`config.mk`:
```
export PLATFORM = sky130hd
export DESIGN_NAME = ser_adapter
export DESIGN_NICKNAME = d
export VERILOG_FILES = /design/src/rtl/sa_pkg.sv /design/src/rtl/sa_tx.sv /design/src/rtl/sa_rx.sv /design/src/rtl/ser_adapter.sv
export SDC_FILE = /design/constraint.sdc
export NUM_CORES = 1
export LEC_CHECK = 0
export ABC_CLOCK_PERIOD_IN_PS = 3000
export BUFFER_PORTS_ARGS = -buffer_cell sky130_fd_sc_hd__buf_2
export CAP_MARGIN = 30
export CORE_MARGIN = 8
export CORE_UTILIZATION = 45
export DETAILED_ROUTE_END_ITERATION = 16
export GPL_TIMING_DRIVEN = 0
export SYNTH_ARGS = -nofsm -noshare
export SYNTH_HDL_FRONTEND = slang
export SYNTH_SLANG_ARGS = --single-unit
```
`constraint.sdc`:
```
create_clock -name clk -period 3 [get_ports clk]
set_input_delay 0.6 -clock clk [delete_from_list [all_inputs] [get_ports clk]]
set_output_delay 0.6 -clock clk [all_outputs]
set_load 0.1 [all_outputs]
```
`src/rtl/sa_pkg.sv`:
```
package sa_pkg;

    typedef enum logic [1:0] {
        PAR_NONE = 2'd0,
        PAR_EVEN = 2'd1,
        PAR_ODD  = 2'd2
    } par_e;

    typedef enum logic [1:0] {
        RATE_X1    = 2'd0,
        RATE_MID   = 2'd1,
        RATE_HI    = 2'd2,
        RATE_RESET = 2'd3
    } rate_e;

    typedef enum logic [1:0] {
        TXC_RTS_QUIET = 2'd0,
        TXC_RTS_IRQ   = 2'd1,
        TXC_NORTS     = 2'd2,
        TXC_BREAK     = 2'd3
    } txc_e;

    // control byte layout: {rx_irq_en, txc[1:0], fmt[2:0], rate[1:0]}
    typedef struct packed {
        logic        rx_ie;
        txc_e        txc;
        logic [2:0]  fmt;
        rate_e       rate;
    } ctl_t;

    typedef struct packed {
        logic  eight;
        par_e  par;
        logic  two_stop;
    } frame_fmt_t;

    function automatic frame_fmt_t decode_fmt(input logic [2:0] code);
        frame_fmt_t f;
        case (code)
            3'd0:    f = '{eight: 1'b0, par: PAR_EVEN, two_stop: 1'b1};
            3'd1:    f = '{eight: 1'b0, par: PAR_ODD,  two_stop: 1'b1};
            3'd2:    f = '{eight: 1'b0, par: PAR_EVEN, two_stop: 1'b0};
            3'd3:    f = '{eight: 1'b0, par: PAR_ODD,  two_stop: 1'b0};
            3'd4:    f = '{eight: 1'b1, par: PAR_NONE, two_stop: 1'b1};
            3'd5:    f = '{eight: 1'b1, par: PAR_NONE, two_stop: 1'b0};
            3'd6:    f = '{eight: 1'b1, par: PAR_EVEN, two_stop: 1'b0};
            default: f = '{eight: 1'b1, par: PAR_ODD,  two_stop: 1'b0};
        endcase
        return f;
    endfunction

    function automatic logic [3:0] data_len(input frame_fmt_t f);
        return f.eight ? 4'd8 : 4'd7;
    endfunction

    // start + data + optional parity + stop(s)
    function automatic logic [3:0] frame_len(input frame_fmt_t f);
        logic [3:0] n;
        n = 4'd1 + data_len(f) + ((f.par != PAR_NONE) ? 4'd1 : 4'd0)
            + (f.two_stop ? 4'd2 : 4'd1);
        return n;
    endfunction

    function automatic logic parity_of(input logic [7:0] d, input frame_fmt_t f);
        logic p;
        p = f.eight ? (^d) : (^d[6:0]);
        return (f.par == PAR_ODD) ? ~p : p;
    endfunction

    // serial image, bit 0 goes on the line first; unused tail stays high
    function automatic logic [11:0] make_frame(input logic [7:0] d, input frame_fmt_t f);
        logic [11:0] fr;
        fr = '1;
        fr[0] = 1'b0;
        for (int i = 0; i < 8; i++) begin
            if (i < int'(data_len(f))) fr[i+1] = d[i];
        end
        if (f.par != PAR_NONE) fr[data_len(f) + 4'd1] = parity_of(d, f);
        return fr;
    endfunction

endpackage

```
`src/rtl/sa_tx.sv`:
```
module sa_tx
    import sa_pkg::*;
#(
    parameter int DIV_MID = 16,
    parameter int DIV_HI  = 64
) (
    input  logic        clk,
    input  logic        rst,
    input  logic        hold,
    input  logic        tick,
    input  rate_e       rate,
    input  frame_fmt_t  fmt,
    input  logic        brk,
    input  logic        hr_full,
    input  logic [7:0]  hr_data,
    output logic        load,
    output logic        txd
);
    localparam int CNT_W = $clog2(DIV_HI);

    logic [11:0]      shreg;
    logic [3:0]       bits_left;
    logic [CNT_W-1:0] cnt;
    logic [CNT_W-1:0] limit;
    logic             busy;

    always_comb begin
        case (rate)
            RATE_MID: limit = CNT_W'(DIV_MID - 1);
            RATE_HI:  limit = CNT_W'(DIV_HI - 1);
            default:  limit = '0;
        endcase
    end

    assign load = tick && !busy && hr_full && !hold;

    always_ff @(posedge clk) begin
        if (rst || hold) begin
            busy      <= 1'b0;
            shreg     <= '1;
            bits_left <= '0;
            cnt       <= '0;
        end else if (load) begin
            busy      <= 1'b1;
            shreg     <= make_frame(hr_data, fmt);
            bits_left <= frame_len(fmt);
            cnt       <= '0;
        end else if (busy && tick) begin
            if (cnt == limit) begin
                cnt       <= '0;
                shreg     <= {1'b1, shreg[11:1]};
                bits_left <= bits_left - 4'd1;
                if (bits_left == 4'd1) busy <= 1'b0;
            end else begin
                cnt <= cnt + 1'b1;
            end
        end
    end

    assign txd = hold ? 1'b1 : (brk ? 1'b0 : shreg[0]);

endmodule

```
`src/rtl/sa_rx.sv`:
```
module sa_rx
    import sa_pkg::*;
#(
    parameter int DIV_MID = 16,
    parameter int DIV_HI  = 64
) (
    input  logic        clk,
    input  logic        rst,
    input  logic        hold,
    input  logic        tick,
    input  rate_e       rate,
    input  frame_fmt_t  fmt,
    input  logic        rxd,
    output logic        done,
    output logic [7:0]  data,
    output logic        ferr,
    output logic        perr
);
    localparam int CNT_W = $clog2(DIV_HI);

    typedef enum logic [1:0] {RX_IDLE, RX_START, RX_BITS} rx_state_e;

    rx_state_e        state;
    logic [1:0]       sync;
    logic             rxs;
    logic [CNT_W-1:0] cnt;
    logic [CNT_W-1:0] limit;
    logic [CNT_W-1:0] half;
    logic [3:0]       idx;
    logic [7:0]       dsh;
    logic             pbit;
    logic [7:0]       dmask;

    always_comb begin
        case (rate)
            RATE_MID: begin
                limit = CNT_W'(DIV_MID - 1);
                half  = CNT_W'(DIV_MID / 2 - 1);
            end
            RATE_HI: begin
                limit = CNT_W'(DIV_HI - 1);
                half  = CNT_W'(DIV_HI / 2 - 1);
            end
            default: begin
                limit = '0;
                half  = '0;
            end
        endcase
    end

    assign rxs   = sync[1];
    assign dmask = fmt.eight ? dsh : {1'b0, dsh[6:0]};

    always_ff @(posedge clk) begin
        if (rst) sync <= 2'b11;
        else     sync <= {sync[0], rxd};
    end

    always_ff @(posedge clk) begin
        if (rst || hold) begin
            state <= RX_IDLE;
            cnt   <= '0;
            idx   <= '0;
            dsh   <= '0;
            pbit  <= 1'b0;
            done  <= 1'b0;
            data  <= '0;
            ferr  <= 1'b0;
            perr  <= 1'b0;
        end else begin
            done <= 1'b0;
            if (tick) begin
                case (state)
                    RX_IDLE: begin
                        if (!rxs) begin
                            idx <= '0;
                            dsh <= '0;
                            if (rate == RATE_X1) begin
                                state <= RX_BITS;
                                cnt   <= '0;
                            end else begin
                                state <= RX_START;
                                cnt   <= CNT_W'(1);
                            end
                        end
                    end
                    RX_START: begin
                        if (cnt == half) begin
                            cnt   <= '0;
                            state <= rxs ? RX_IDLE : RX_BITS;
                        end else begin
                            cnt <= cnt + 1'b1;
                        end
                    end
                    default: begin
                        if (cnt == limit) begin
                            cnt <= '0;
                            idx <= idx + 4'd1;
                            if (idx < data_len(fmt)) begin
                                dsh[idx[2:0]] <= rxs;
                            end else if (fmt.par != PAR_NONE && idx == data_len(fmt)) begin
                                pbit <= rxs;
                            end else begin
                                state <= RX_IDLE;
                                done  <= 1'b1;
                                data  <= dmask;
                                ferr  <= !rxs;
                                perr  <= (fmt.par != PAR_NONE) && (pbit != parity_of(dsh, fmt));
                            end
                        end else begin
                            cnt <= cnt + 1'b1;
                        end
                    end
                endcase
            end
        end
    end

endmodule

```
`src/rtl/ser_adapter.sv`:
```
module ser_adapter
    import sa_pkg::*;
#(
    parameter int DIV_MID = 16,
    parameter int DIV_HI  = 64
) (
    input  logic       clk,
    input  logic       rst,
    input  logic       cs,
    input  logic       we,
    input  logic       rs,
    input  logic [7:0] wdata,
    output logic [7:0] rdata,
    input  logic       bit_tick,
    input  logic       rxd,
    output logic       txd,
    input  logic       dcd_n,
    input  logic       cts_n,
    output logic       rts_n,
    output logic       irq_n
);
    localparam logic [7:0] CTL_RESET_VAL = 8'h03;

    ctl_t       ctl;
    frame_fmt_t fmt;
    logic       in_rst;
    logic       ctl_wr, data_wr, data_rd;
    logic [7:0] thr;
    logic       thr_full;
    logic [7:0] rhr;
    logic       rdrf, ovrn, fe, pe;
    logic       tdre, irq;
    logic       tx_load;
    logic       rx_done;
    logic [7:0] rx_byte;
    logic       rx_fe, rx_pe;
    logic [7:0] status;

    assign ctl_wr  = cs && we && !rs;
    assign data_wr = cs && we && rs;
    assign data_rd = cs && !we && rs;
    assign in_rst  = (ctl.rate == RATE_RESET);
    assign fmt     = decode_fmt(ctl.fmt);

    always_ff @(posedge clk) begin
        if (rst) begin
            ctl      <= ctl_t'(CTL_RESET_VAL);
            thr      <= '0;
            thr_full <= 1'b0;
            rhr      <= '0;
            rdrf     <= 1'b0;
            ovrn     <= 1'b0;
            fe       <= 1'b0;
            pe       <= 1'b0;
        end else begin
            if (ctl_wr) ctl <= ctl_t'(wdata);
            if (in_rst) begin
                thr_full <= 1'b0;
                rdrf     <= 1'b0;
                ovrn     <= 1'b0;
                fe       <= 1'b0;
                pe       <= 1'b0;
            end else begin
                if (data_wr) begin
                    thr      <= wdata;
                    thr_full <= 1'b1;
                end else if (tx_load) begin
                    thr_full <= 1'b0;
                end
                if (rx_done) begin
                    if (rdrf && !data_rd) begin
                        ovrn <= 1'b1;
                    end else begin
                        rhr  <= rx_byte;
                        rdrf <= 1'b1;
                        ovrn <= 1'b0;
                        fe   <= rx_fe;
                        pe   <= rx_pe;
                    end
                end else if (data_rd) begin
                    rdrf <= 1'b0;
                    ovrn <= 1'b0;
                end
            end
        end
    end

    sa_tx #(.DIV_MID(DIV_MID), .DIV_HI(DIV_HI)) u_tx (
        .clk     (clk),
        .rst     (rst),
        .hold    (in_rst),
        .tick    (bit_tick),
        .rate    (ctl.rate),
        .fmt     (fmt),
        .brk     (ctl.txc == TXC_BREAK),
        .hr_full (thr_full),
        .hr_data (thr),
        .load    (tx_load),
        .txd     (txd)
    );

    sa_rx #(.DIV_MID(DIV_MID), .DIV_HI(DIV_HI)) u_rx (
        .clk  (clk),
        .rst  (rst),
        .hold (in_rst),
        .tick (bit_tick),
        .rate (ctl.rate),
        .fmt  (fmt),
        .rxd  (rxd),
        .done (rx_done),
        .data (rx_byte),
        .ferr (rx_fe),
        .perr (rx_pe)
    );

    assign tdre   = !thr_full && !in_rst;
    assign irq    = !in_rst && ((ctl.rx_ie && (rdrf || ovrn)) ||
                                (ctl.txc == TXC_RTS_IRQ && tdre));
    assign status = {irq, pe, ovrn, fe, cts_n, dcd_n, tdre, rdrf};
    assign rdata  = rs ? rhr : status;
    assign rts_n  = (ctl.txc == TXC_NORTS);
    assign irq_n  = !irq;

endmodule

```
==> Word level (Yosys, flattened, before mapping) <==
Index checks and enable logic that the tools add are counted.
{ "classes": {"n_addsub": 7, "magnitude_cmp": 13, "n_eq_ne": 25, "muxes": 84, "n_bitwise": 10, "reduce_logical": 61} }
{ "op_table": {"columns": ["cell", "count"], "rows": [
  ["$mux 12", 4],
  ["$mux 1", 46],
  ["$mux 8", 5],
  ["$pmux 4 s7", 1],
  ["$mux 4", 6],
  ["$mux 6", 4],
  ["$pmux 6 s2", 2],
  ["$logic_and 1x1->1", 18],
  ["$lt 3x4->1 const A", 4],
  ["$mux 2", 8],
  ["$pmux 8 s2", 1],
  ["$reduce_bool 2->1", 8],
  ["$reduce_xor 8->1", 2],
  ["$reduce_and 5->1", 3],
  ["$reduce_xor 7->1", 2],
  ["$add 6x1->6 const B", 2],
  ["$bwmux 12", 1],
  ["$eq 6x6->1", 2],
  ["$eq 2x2->1 const B", 5],
  ["$not 1->1", 10],
  ["$pmux 5 s2", 1],
  ["$reduce_and 2->1", 5],
  ["$eq 3x3->1 const B", 3],
  ["$add 4x1->4 const B", 2],
  ["34 further kinds", 55]
]} }
{ "totals": {"register_bits": 86, "inputBits": 17, "out_inout_bits": 11, "elab_cells": 225} }

==> Logic depth before layout (Yosys ltp) <==
Gate-level depths: netlist of run 1.
{ "logic_depth": {"ltp_word": 11, "ltp_mapped": 9, "ltp_nobuf": 7} }

==> Cells and area by module <==
From an unflattened synthesis of run 1, not the netlist that was laid out.
{ "hier_totals": {"cells_unflattened": 490, "area_unflattened_um2": 4433.0} }
{ "modules_own_cells": {"columns": ["mod", "n_inst", "cells_each", "area_each_um2", "seq_area_each_um2"], "rows": [
  ["sa_rx", 1, 196, 1849.3, 680.7],
  ["ser_adapter", 1, 147, 1345.0, 580.6],
  ["sa_tx", 1, 147, 1238.7, 420.4]
]} }

==> Worst setup path before layout of run 1 <==
OpenSTA, ideal clock, no wires.
{ "synth_path": {"kind": "register to output", "startpoint": "register ctl[0] in the netlist's numbering", "endpoint": "output port rdata[7]", "t_arrival_ns": 3.438, "required_time_ns": 2.400, "slack_ns": -1.038, "stages_incl_launch_ff": 5, "n_path_buf": 1, "cell_sequence": "dfxtp_1 ha_1 clkbuf_1 a21o_1 o21ai_0"} }
{ "synth_via": {"elab_chain_cells": 7} }
{ "synth_lines": {"columns": ["item", "line_no", "text"], "rows": [
  ["start, declared", "ser_adapter.sv:24", "ctl_t ctl;"],
  ["start signal, assigned", "ser_adapter.sv:47", "ctl <= ctl_t'(CTL_RESET_VAL);"],
  ["start signal, assigned", "ser_adapter.sv:56", "if (ctl_wr) ctl <= ctl_t'(wdata);"],
  ["$eq 2x2->1 *", "ser_adapter.sv:42", "assign in_rst = (ctl.rate == RATE_RESET);"],
  ["$logic_not 1->1 *", "ser_adapter.sv:116, ser_adapter.sv:117", null],
  ["$logic_and 1x1->1", "ser_adapter.sv:116", "assign tdre = !thr_full && !in_rst;"],
  ["$logic_and 1x1->1", "ser_adapter.sv:118", "(ctl.txc == TXC_RTS_IRQ && tdre));"],
  ["$logic_or 1x1->1", "ser_adapter.sv:117", "assign irq = !in_rst && ((ctl.rx_ie && (rdrf || ovrn)) ||"],
  ["$logic_and 1x1->1 *", "ser_adapter.sv:117", null],
  ["$mux 8 *", "ser_adapter.sv:120", "assign rdata = rs ? rhr : status;"],
  ["end, declared", "ser_adapter.sv:13", "output logic [7:0] rdata,"]
]} }
Mark *: on every way between the ends. The rest lies on a longest branch, timed or not.

==> Worst setup path in the final report of run 1 <==
{ "layout_path": {"startpoint": "register ctl[4] in the netlist's numbering", "endpoint": "register u_rx.perr"} }
{ "layout_via": {"elab_chain_cells": 7, "elab_cells_between_ends": 22, "cone_classes": "order compare: 1; eq/ne: 9; mux: 4; bitwise: 3; reduce/logical: 5"} }
{ "layout_lines": {"columns": ["item", "line_no", "text"], "rows": [
  ["$eq 3x3->1 (tied with other cells)", "sa_pkg.sv:39", "case (code)"],
  ["$pmux 4 s7 *", "sa_pkg.sv:39", null],
  ["parallel branches: the longest is 5 deep, another holds $lt 4x4->1", null, null],
  ["end signal, assigned", "sa_rx.sv:108", "perr <= (fmt.par != PAR_NONE) && (pbit != parity_of(dsh, fmt));"],
  ["end, declared", "sa_rx.sv:17", "output logic perr"]
]} }
Mark *: on every way between the ends.
A chain may end at the register's enable or synchronous reset.

==> results by group, run 1 <==
Worst setup path
  – Startpoint Class: flop
  – Reg2reg start: ctl[4]
  – Setup Crit Path Kind: reg2reg
  – CP Cell Sequence: inv_1 -> ha_1 -> nand2_1 -> o21bai_1 -> a21boi_1 -> nand3_1 -> a32o_1
  – Worst path buffer plus inverter count: 1
  – Critical path's slowest cell: a21boi_1
  – Kind of capture point of the worst setup path: flop
  – Crit path largest cell delay: between 0.5 and 0.6 ns
  – Req. time, crit path: between 3 and 4 ns
  – Worst-path maximum fanout: 10
  – Worst EP arrival: approximately 2.8 ns
  – Worst reg2reg setup slack: 0.45 ns
  – Worst R2R Path Depth: 7
  – CP delay by family, top: compound AO/OA/AOI/OAI gates
  – Crit Reg-Reg Endpoint: u_rx.perr

Cells and area
  – Layout Nets: roughly 570
  – Most frequent cells in the layout: dfxtp_1 (84), nand2_1 (58), nor2_1 (57)
  – Register area: around 1700 sq um
  – # diodes: 0
  – Area occupied by multi-input gates: around 2500 sq um
  – Fillers: 983
  – Most frequent standard cell in the layout excluding fill and tap cells: dfxtp_1
  – Layout Cells excl Fill: between 600 and 700
  – Share of cells above drive strength 1: 0.123
  – Area growth, synth to finish: 12.2%

Route
  – Iteration-0 DRC Markers: ~210
  – DRC: 0
  – Wire length per cell: 15.0 microns
  – Final WL: 10.1 mm
  – Final ANT Viol Nets: 0
  – Drt pass-1 iters: 4
  – Via count: 3634
  – Vias per cell: 5.36

Floorplan
  – Row cnt: 36
  – Initial core utilization: 0.454
  – Die ar.: ~13000 sq um
  – I/O pin count: 28
  – Die height: 114 microns
  – Die Span X: between 100 and 150 microns
  – Total core area: 9550 sq um

Place
  – Placed cells: approximately 660
  – GPL Wtd Cong: approximately 0.76
  – I/O Buffers: 27
  – Dpl hpwl: 7.43 mm

Clocking
  – Clock slew seen by the registers of the worst setup and hold paths: ~0.08 ns
  – Htree depth: 3
  – CTS tree: yes
  – TritonCTS Buffers: 9
  – Post-CTS resize count: 0
  – CTS Hold Buffers Added: 0
  – Setup repair bufs after CTS: 0
  – Clock Path Buffers: 2
  – Skew-Pair Late Insertion Delay: around 0.36 ns
  – CTS root buffer: clkbuf_8
  – # clock sinks: 84

STA
  – Fmax: 393 MHz
  – Fin. Hold Viols: 0
  – Slew @ Worst Pin: about 0.7 ns
  – Clock Skews: a little over 0.007 ns
  – Fin crit period: 2.55 ns
  – RSZ-0062 raised after global routing: false
  – Setup violations, final: 0
  – Final Max Tran Viols: 0
  – Relative slew slack: 0.519
  – Worst hold margin: roughly 0.42 ns
  – Period utilization: 0.849

Pwr
  – Pwr Density: roughly 450 nW/um^2
  – Static leakage: 1.75 nW
  – Worst VDD drop: approximately 0.23 mV

Synthesis
  – Synth warn: 0
  – Post-Syn Nets: roughly 530
  – Yosys reg bits: 84
  – Seq/Total Area, Yosys: 0.388
  – Syn Area/Cell: about 8.6 sq um
  – Asr flop ratio synth: 0
  – EDFF count, synth: 0
  – Post-synthesis cell count: 503
  – Syn Std Cell Area: 4330 sq um
  – Main flop type after synthesis: dfxtp_1
  – Netlist cell types: 62

Min path
  – Worst hold-check path type: reg2reg
  – Hold_sp: u_rx.sync[0]
  – Hold path endpoint: u_rx.sync[1]
  – Worst hold stages: 1

Run status
  – Status: finished, final reports clean

Run
  – Max-cap violations: 0

Global routing
  – GRT overflow: 0
  – First-pass GRT wire length: 17.3 mm
  – Initial antenna violation count: 0
  – Gr usage total: 0.165
  – Number of global-route vias before repair: about 3500
  – Largest net degree at the start of global routing: 14
==> cell type report <==
class                           instances  share of cell area
Multi-Input combinational cell        378               0.513
Sequential cell                        84               0.346
Tap cell                              133              0.0342
Clock buffer                           12              0.0319
Timing Repair Buffer                   27              0.0278
Buffer                                 29              0.0237
Clock inverter                          3              0.0141
Inverter                               12             0.00926
==> registers in the layout, indices dropped and copies added (netlist names), 2 cells and up <==
signal          cells
u_tx.shreg         10
ctl                 8
rhr                 8
thr                 8
u_rx.data           8
u_rx.dsh            8
u_rx.cnt            6
u_tx.cnt            6
u_rx.idx            4
u_tx.bits_left      4
u_rx.state          2
u_rx.sync           2
==> worst max-delay path by stage <==
stage,depth (start not counted),endpoint,slack [ns],from
after floorplan,4,rdata[7],-0.29,ctl[0]
after global placement,7,u_rx.perr,0.49,ctl[4]
after detailed placement,7,u_rx.perr,0.47,ctl[4]
after CTS,5,rdata[7],0.45,ctl[1]
after global routing,8,u_rx.perr,0.27,u_rx.idx[0]
final,7,u_rx.perr,0.45,ctl[4]
==> synth_stat cells (all sizes together) (5+ instances only) <==
master / n / area share
mux2: 5 / 0.013
buf: 5 / 0.0058
a21oi: 33 / 0.041
o31ai: 11 / 0.019
xnor2: 17 / 0.034
clkbuf: 24 / 0.021
nor3: 6 / 0.0069
nand3: 10 / 0.012
nor2: 59 / 0.052
o21ai: 16 / 0.019
dfxtp: 84 / 0.39
nor4: 10 / 0.014
nand4: 14 / 0.020
ha: 13 / 0.038
a21boi: 5 / 0.0087
nand2: 58 / 0.050
inv: 12 / 0.010
a21o: 5 / 0.0087
mux2i: 33 / 0.076
xor2: 10 / 0.020
nand2b: 8 / 0.012
==> per-stage QoR <==
step | utilization | setup WS, ns | power [mW] | TNS, ns | instance area, sq um
2_1_floorplan | - | -0.287 | 1.24 | -0.287 | 4340
3_3_place_gp | 0.486 | 0.490 | 1.28 | 0 | 4640
3_5_place_dp | 0.486 | 0.469 | 1.28 | 0 | 4640
4_1_cts | 0.509 | 0.449 | 2.20 | 0 | 4860
5_1_grt | 0.509 | 0.272 | 2.26 | 0 | 4860
6_report | 0.509 | 0.452 | 2.17 | 0 | 4860
==> logic make-up (layout without fill, tap and decap cells) <==
kind of cell               count (synthesis)  in the layout  share of synthesized area
muxes                                     38             38                     0.0892
AOI/OAI and AO/OA                         96             96                      0.150
DFF                                       84             84                      0.388
xor gates and xnor gates                  28             28                     0.0598
buffers and inverters                     41             83                     0.0370
adders and majority gates                 14             14                     0.0421
and+or+nand+nor                          202            202                      0.234
==> power breakdown <==
group          total [mW]  internal (mW)  switching (mW)
Sequential           1.13           1.12         0.00672
Combinational       0.132         0.0430          0.0885
Clock               0.912          0.513           0.399
==> worst register-to-register path, stage by stage, from the launching register on <==
cell and delay, ns:
dfxtp_1 0.54, inv_1 0.18, ha_1 0.34, nand2_1 0.07
o21bai_1 0.24, a21boi_1 0.56, nand3_1 0.21, a32o_1 0.30
==> per-layer routing <==
| metal | vias up | part of all wire | track usage | routed length (microns) |
|---|---|---|---|---|
| met4 | 0 | 0.020 | 0.0736 | 199 |
| met5 | - | 0 | 0 | 0 |
| met1 | 1713 | 0.50 | 0.213 | 5050 |
| met2 | 59 | 0.45 | 0.265 | 4540 |
| met3 | 15 | 0.034 | 0.0264 | 349 |
| li1 | 1847 | - | - | - |
Note: power is estimated with default switching activity, not from simulation.
==> inputs of run 2 (changes only) <==
ABC_CLOCK_PERIOD_IN_PS = 2450   (was 3000)
clock period = 2.45 ns   (was 3 ns; I/O delays follow)
==> run 2 against run 1 <==
Register-to-register slack lost 0.27 ns; critical path depth shrank 3; flip-flop and latch count is the same; design area grew 0.67%; wire length grew 1.5%; count of clock-buffer cells in the layout shrank 1; sequential share of layout area shrank 0.20 points.
==> results by group, run 2 (synthesis results as in run 1) <==
Run status
  – Status: finished, final reports clean

STA
  – Relative slew slack: 0.574 (+0.0546)
  – Fmax: around 430 MHz
  – Worst setup margin: 0.101 ns (-0.351 ns)
  – Worst hold margin: 0.310 ns (-0.106 ns)
  – Final Max Tran Viols: 0 (unchanged)
  – Setup violations, final: 0 (unchanged)
  – RSZ-0062 raised after global routing: false
  – Fin. Hold Viols: 0 (unchanged)
  – Period utilization: 0.959
  – Slew @ Worst Pin: 0.636 ns (-0.0817 ns)
  – Clock Skews: 0.00625 ns (-0.000985 ns)
  – Fin crit period: 2.35 ns

Route
  – Final WL: 10.3 mm (+1.5%)
  – Final ANT Viol Nets: 0 (unchanged)
  – Vias per cell: 5.29 (-1.4%)
  – Iteration-0 DRC Markers: 144 (-31%)
  – Drt pass-1 iters: 4 (unchanged)
  – Wire length per cell: 15.1 microns (+1.2%)
  – DRC: 0 (unchanged)
  – Via count: 3595 (-1.1%)

Min path
  – Worst hold stages: 2 (+1)
  – Worst hold-check path type: in2reg
  – Hold path endpoint: u_rx.sync[0]
  – Hold_sp: rxd

Worst setup path
  – Worst EP arrival: 1.86 ns (-0.94 ns)
  – Kind of capture point of the worst setup path: output pin
  – Worst-path maximum fanout: 10 (unchanged)
  – Setup Crit Path Kind: reg2out
  – Req. time, crit path: 1.96 ns (-1.29 ns)
  – Worst R2R Path Depth: 9 (+2)
  – Startpoint Class: flop
  – Crit path launch: ctl[1]
  – Worst reg2reg setup slack: 0.18 ns (-0.27 ns)
  – Crit Reg-Reg Endpoint: u_rx.pbit
  – Reg2reg start: ctl[0]

Global routing
  – Gr usage total: 0.165 (about the same)
  – First-pass GRT wire length: 17.2 mm (-0.56%)
  – Initial antenna violation count: 0 (unchanged)
  – Number of global-route vias before repair: 3495 (-1.2%)
  – Largest net degree at the start of global routing: 14 (unchanged)
  – GRT overflow: 0 (unchanged)

Cells and area
  – Most frequent cells in the layout: dfxtp_1 (83), nand2_1 (58), nor2_1 (56)
  – Most frequent standard cell in the layout excluding fill and tap cells: dfxtp_1
  – Flip-flop count of the largest register after layout: 10 (unchanged)
  – Share of cells above drive strength 1: 0.154 (+0.0306)
  – Fillers: 968 (-1.5%)
  – Largest Register: u_tx.shreg
  – Layout Nets: 574 (+0.35%)
  – # diodes: 0 (unchanged)
  – Area growth, synth to finish: 13.0%
  – Layout Cells excl Fill: 680 (+0.29%)

Clocking
  – Skew-Pair Late Insertion Delay: 0.36 ns (about the same)
  – CTS root buffer: clkbuf_8
  – Clock slew seen by the registers of the worst setup and hold paths: 0.08 ns (about the same)
  – CTS Hold Buffers Added: 0 (unchanged)
  – Clock Path Buffers: 2 (unchanged)
  – Htree depth: 3 (unchanged)
  – CTS tree: yes
  – # clock sinks: 84 (unchanged)
  – TritonCTS Buffers: 9 (unchanged)

Place
  – I/O Buffers: 27 (unchanged)
  – GPL Wtd Cong: 0.770 (+1.5%)
  – Placed cells: 663 (unchanged)
  – Dpl hpwl: 7.43 mm (about the same)
  – Dpl ws: -0.0682 ns (-0.537 ns)

Floorplan
  – Total core area: 9550 sq um (unchanged)
  – I/O pin count: 28 (unchanged)
  – Row cnt: 36 (unchanged)
  – Initial core utilization: 0.454 (unchanged)
  – Die height: 114 microns (unchanged)
  – Die ar.: 13000 sq um (unchanged)
  – Die Span X: 114 microns (unchanged)

Pwr
  – Worst VDD drop: 0.359 mV (+53%)
  – Static leakage: 1.74 nW (-0.63%)
  – Pwr Density: 496 nW/um^2 (+11%)

Run
  – Max-cap violations: 0 (unchanged)
run 2: changes by cell type in the layout (fill, tap and decap cells not counted), sizes merged:
| cell | before | now |
|---|---|---|
| clkinv | 0 | 1 |
| clkbuf | 36 | 34 |
| bufinv | 2 | 0 |
| buf | 32 | 35 |
| inv | 13 | 12 |
| clkinvlp | 0 | 3 |
run 2: worst max-delay path, stage by stage (launching register included):
cell	delay, ns
dfxtp_1	0.33
ha_1	0.20
clkbuf_2	0.22
o31ai_2	0.27
buf_2	0.47
run 2: worst max path at each step:
| stage | to | slack [ns] |
|---|---|---|
| after detailed placement | u_rx.perr | -0.07 |
| after floorplan | rdata[1] | -0.16 |
| after global routing | u_rx.data[0] | 0.02 |
| after global placement | u_rx.perr | -0.06 |
| after CTS | u_rx.data[7] | 0.003 |
| final | rdata[1] | 0.10 |
run 2: layout make-up:
| class | count | area, sq um | share of cell area |
|---|---|---|---|
| tap | 133 | 166 | 0.0340 |
| buffer | 28 | 116 | 0.0238 |
| sequential | 84 | 1680 | 0.344 |
| timing repair buffer | 30 | 163 | 0.0332 |
| clock inverter | 4 | 27.5 | 0.00562 |
| inverter | 12 | 45.0 | 0.00920 |
| clock buffer | 11 | 131 | 0.0268 |
| multi-input combinational | 378 | 2560 | 0.524 |
run 2: power breakdown:
part / switching, mW / internal (mW)
clock network: 0.516 / 0.362
logic: 0.113 / 0.0606
registers: 0.00811 / 1.37
total: 0.637 / 1.79
run 2: through the flow:
stage	utilization	TNS, ns	total power [mW]	instance area [sq um]
after floorplan	-	-0.308	1.52	4350
after global placement	0.487	-0.0630	1.57	4650
after detailed placement	0.487	-0.167	1.57	4650
after CTS	0.510	0	2.45	4870
after global routing	0.513	0	2.53	4900
final	0.513	0	2.43	4900
run 2: timing repair:
item | in CTS | in global routing
resized for setup | 8 | 13
pin swaps | 1 | 1
buffers inserted | 3 | 0
setup endpoints to repair | 8 | 36
run 2: routing by layer:
metal / up-vias / wire (microns) / GRT usage
met2: 60 / 4510 / 0.249
li1: 1850 / - / -
met3: 8 / 373 / 0.0390
met1: 1677 / 5310 / 0.228
met5: - / 0 / 0
met4: 0 / 105 / 0.0479
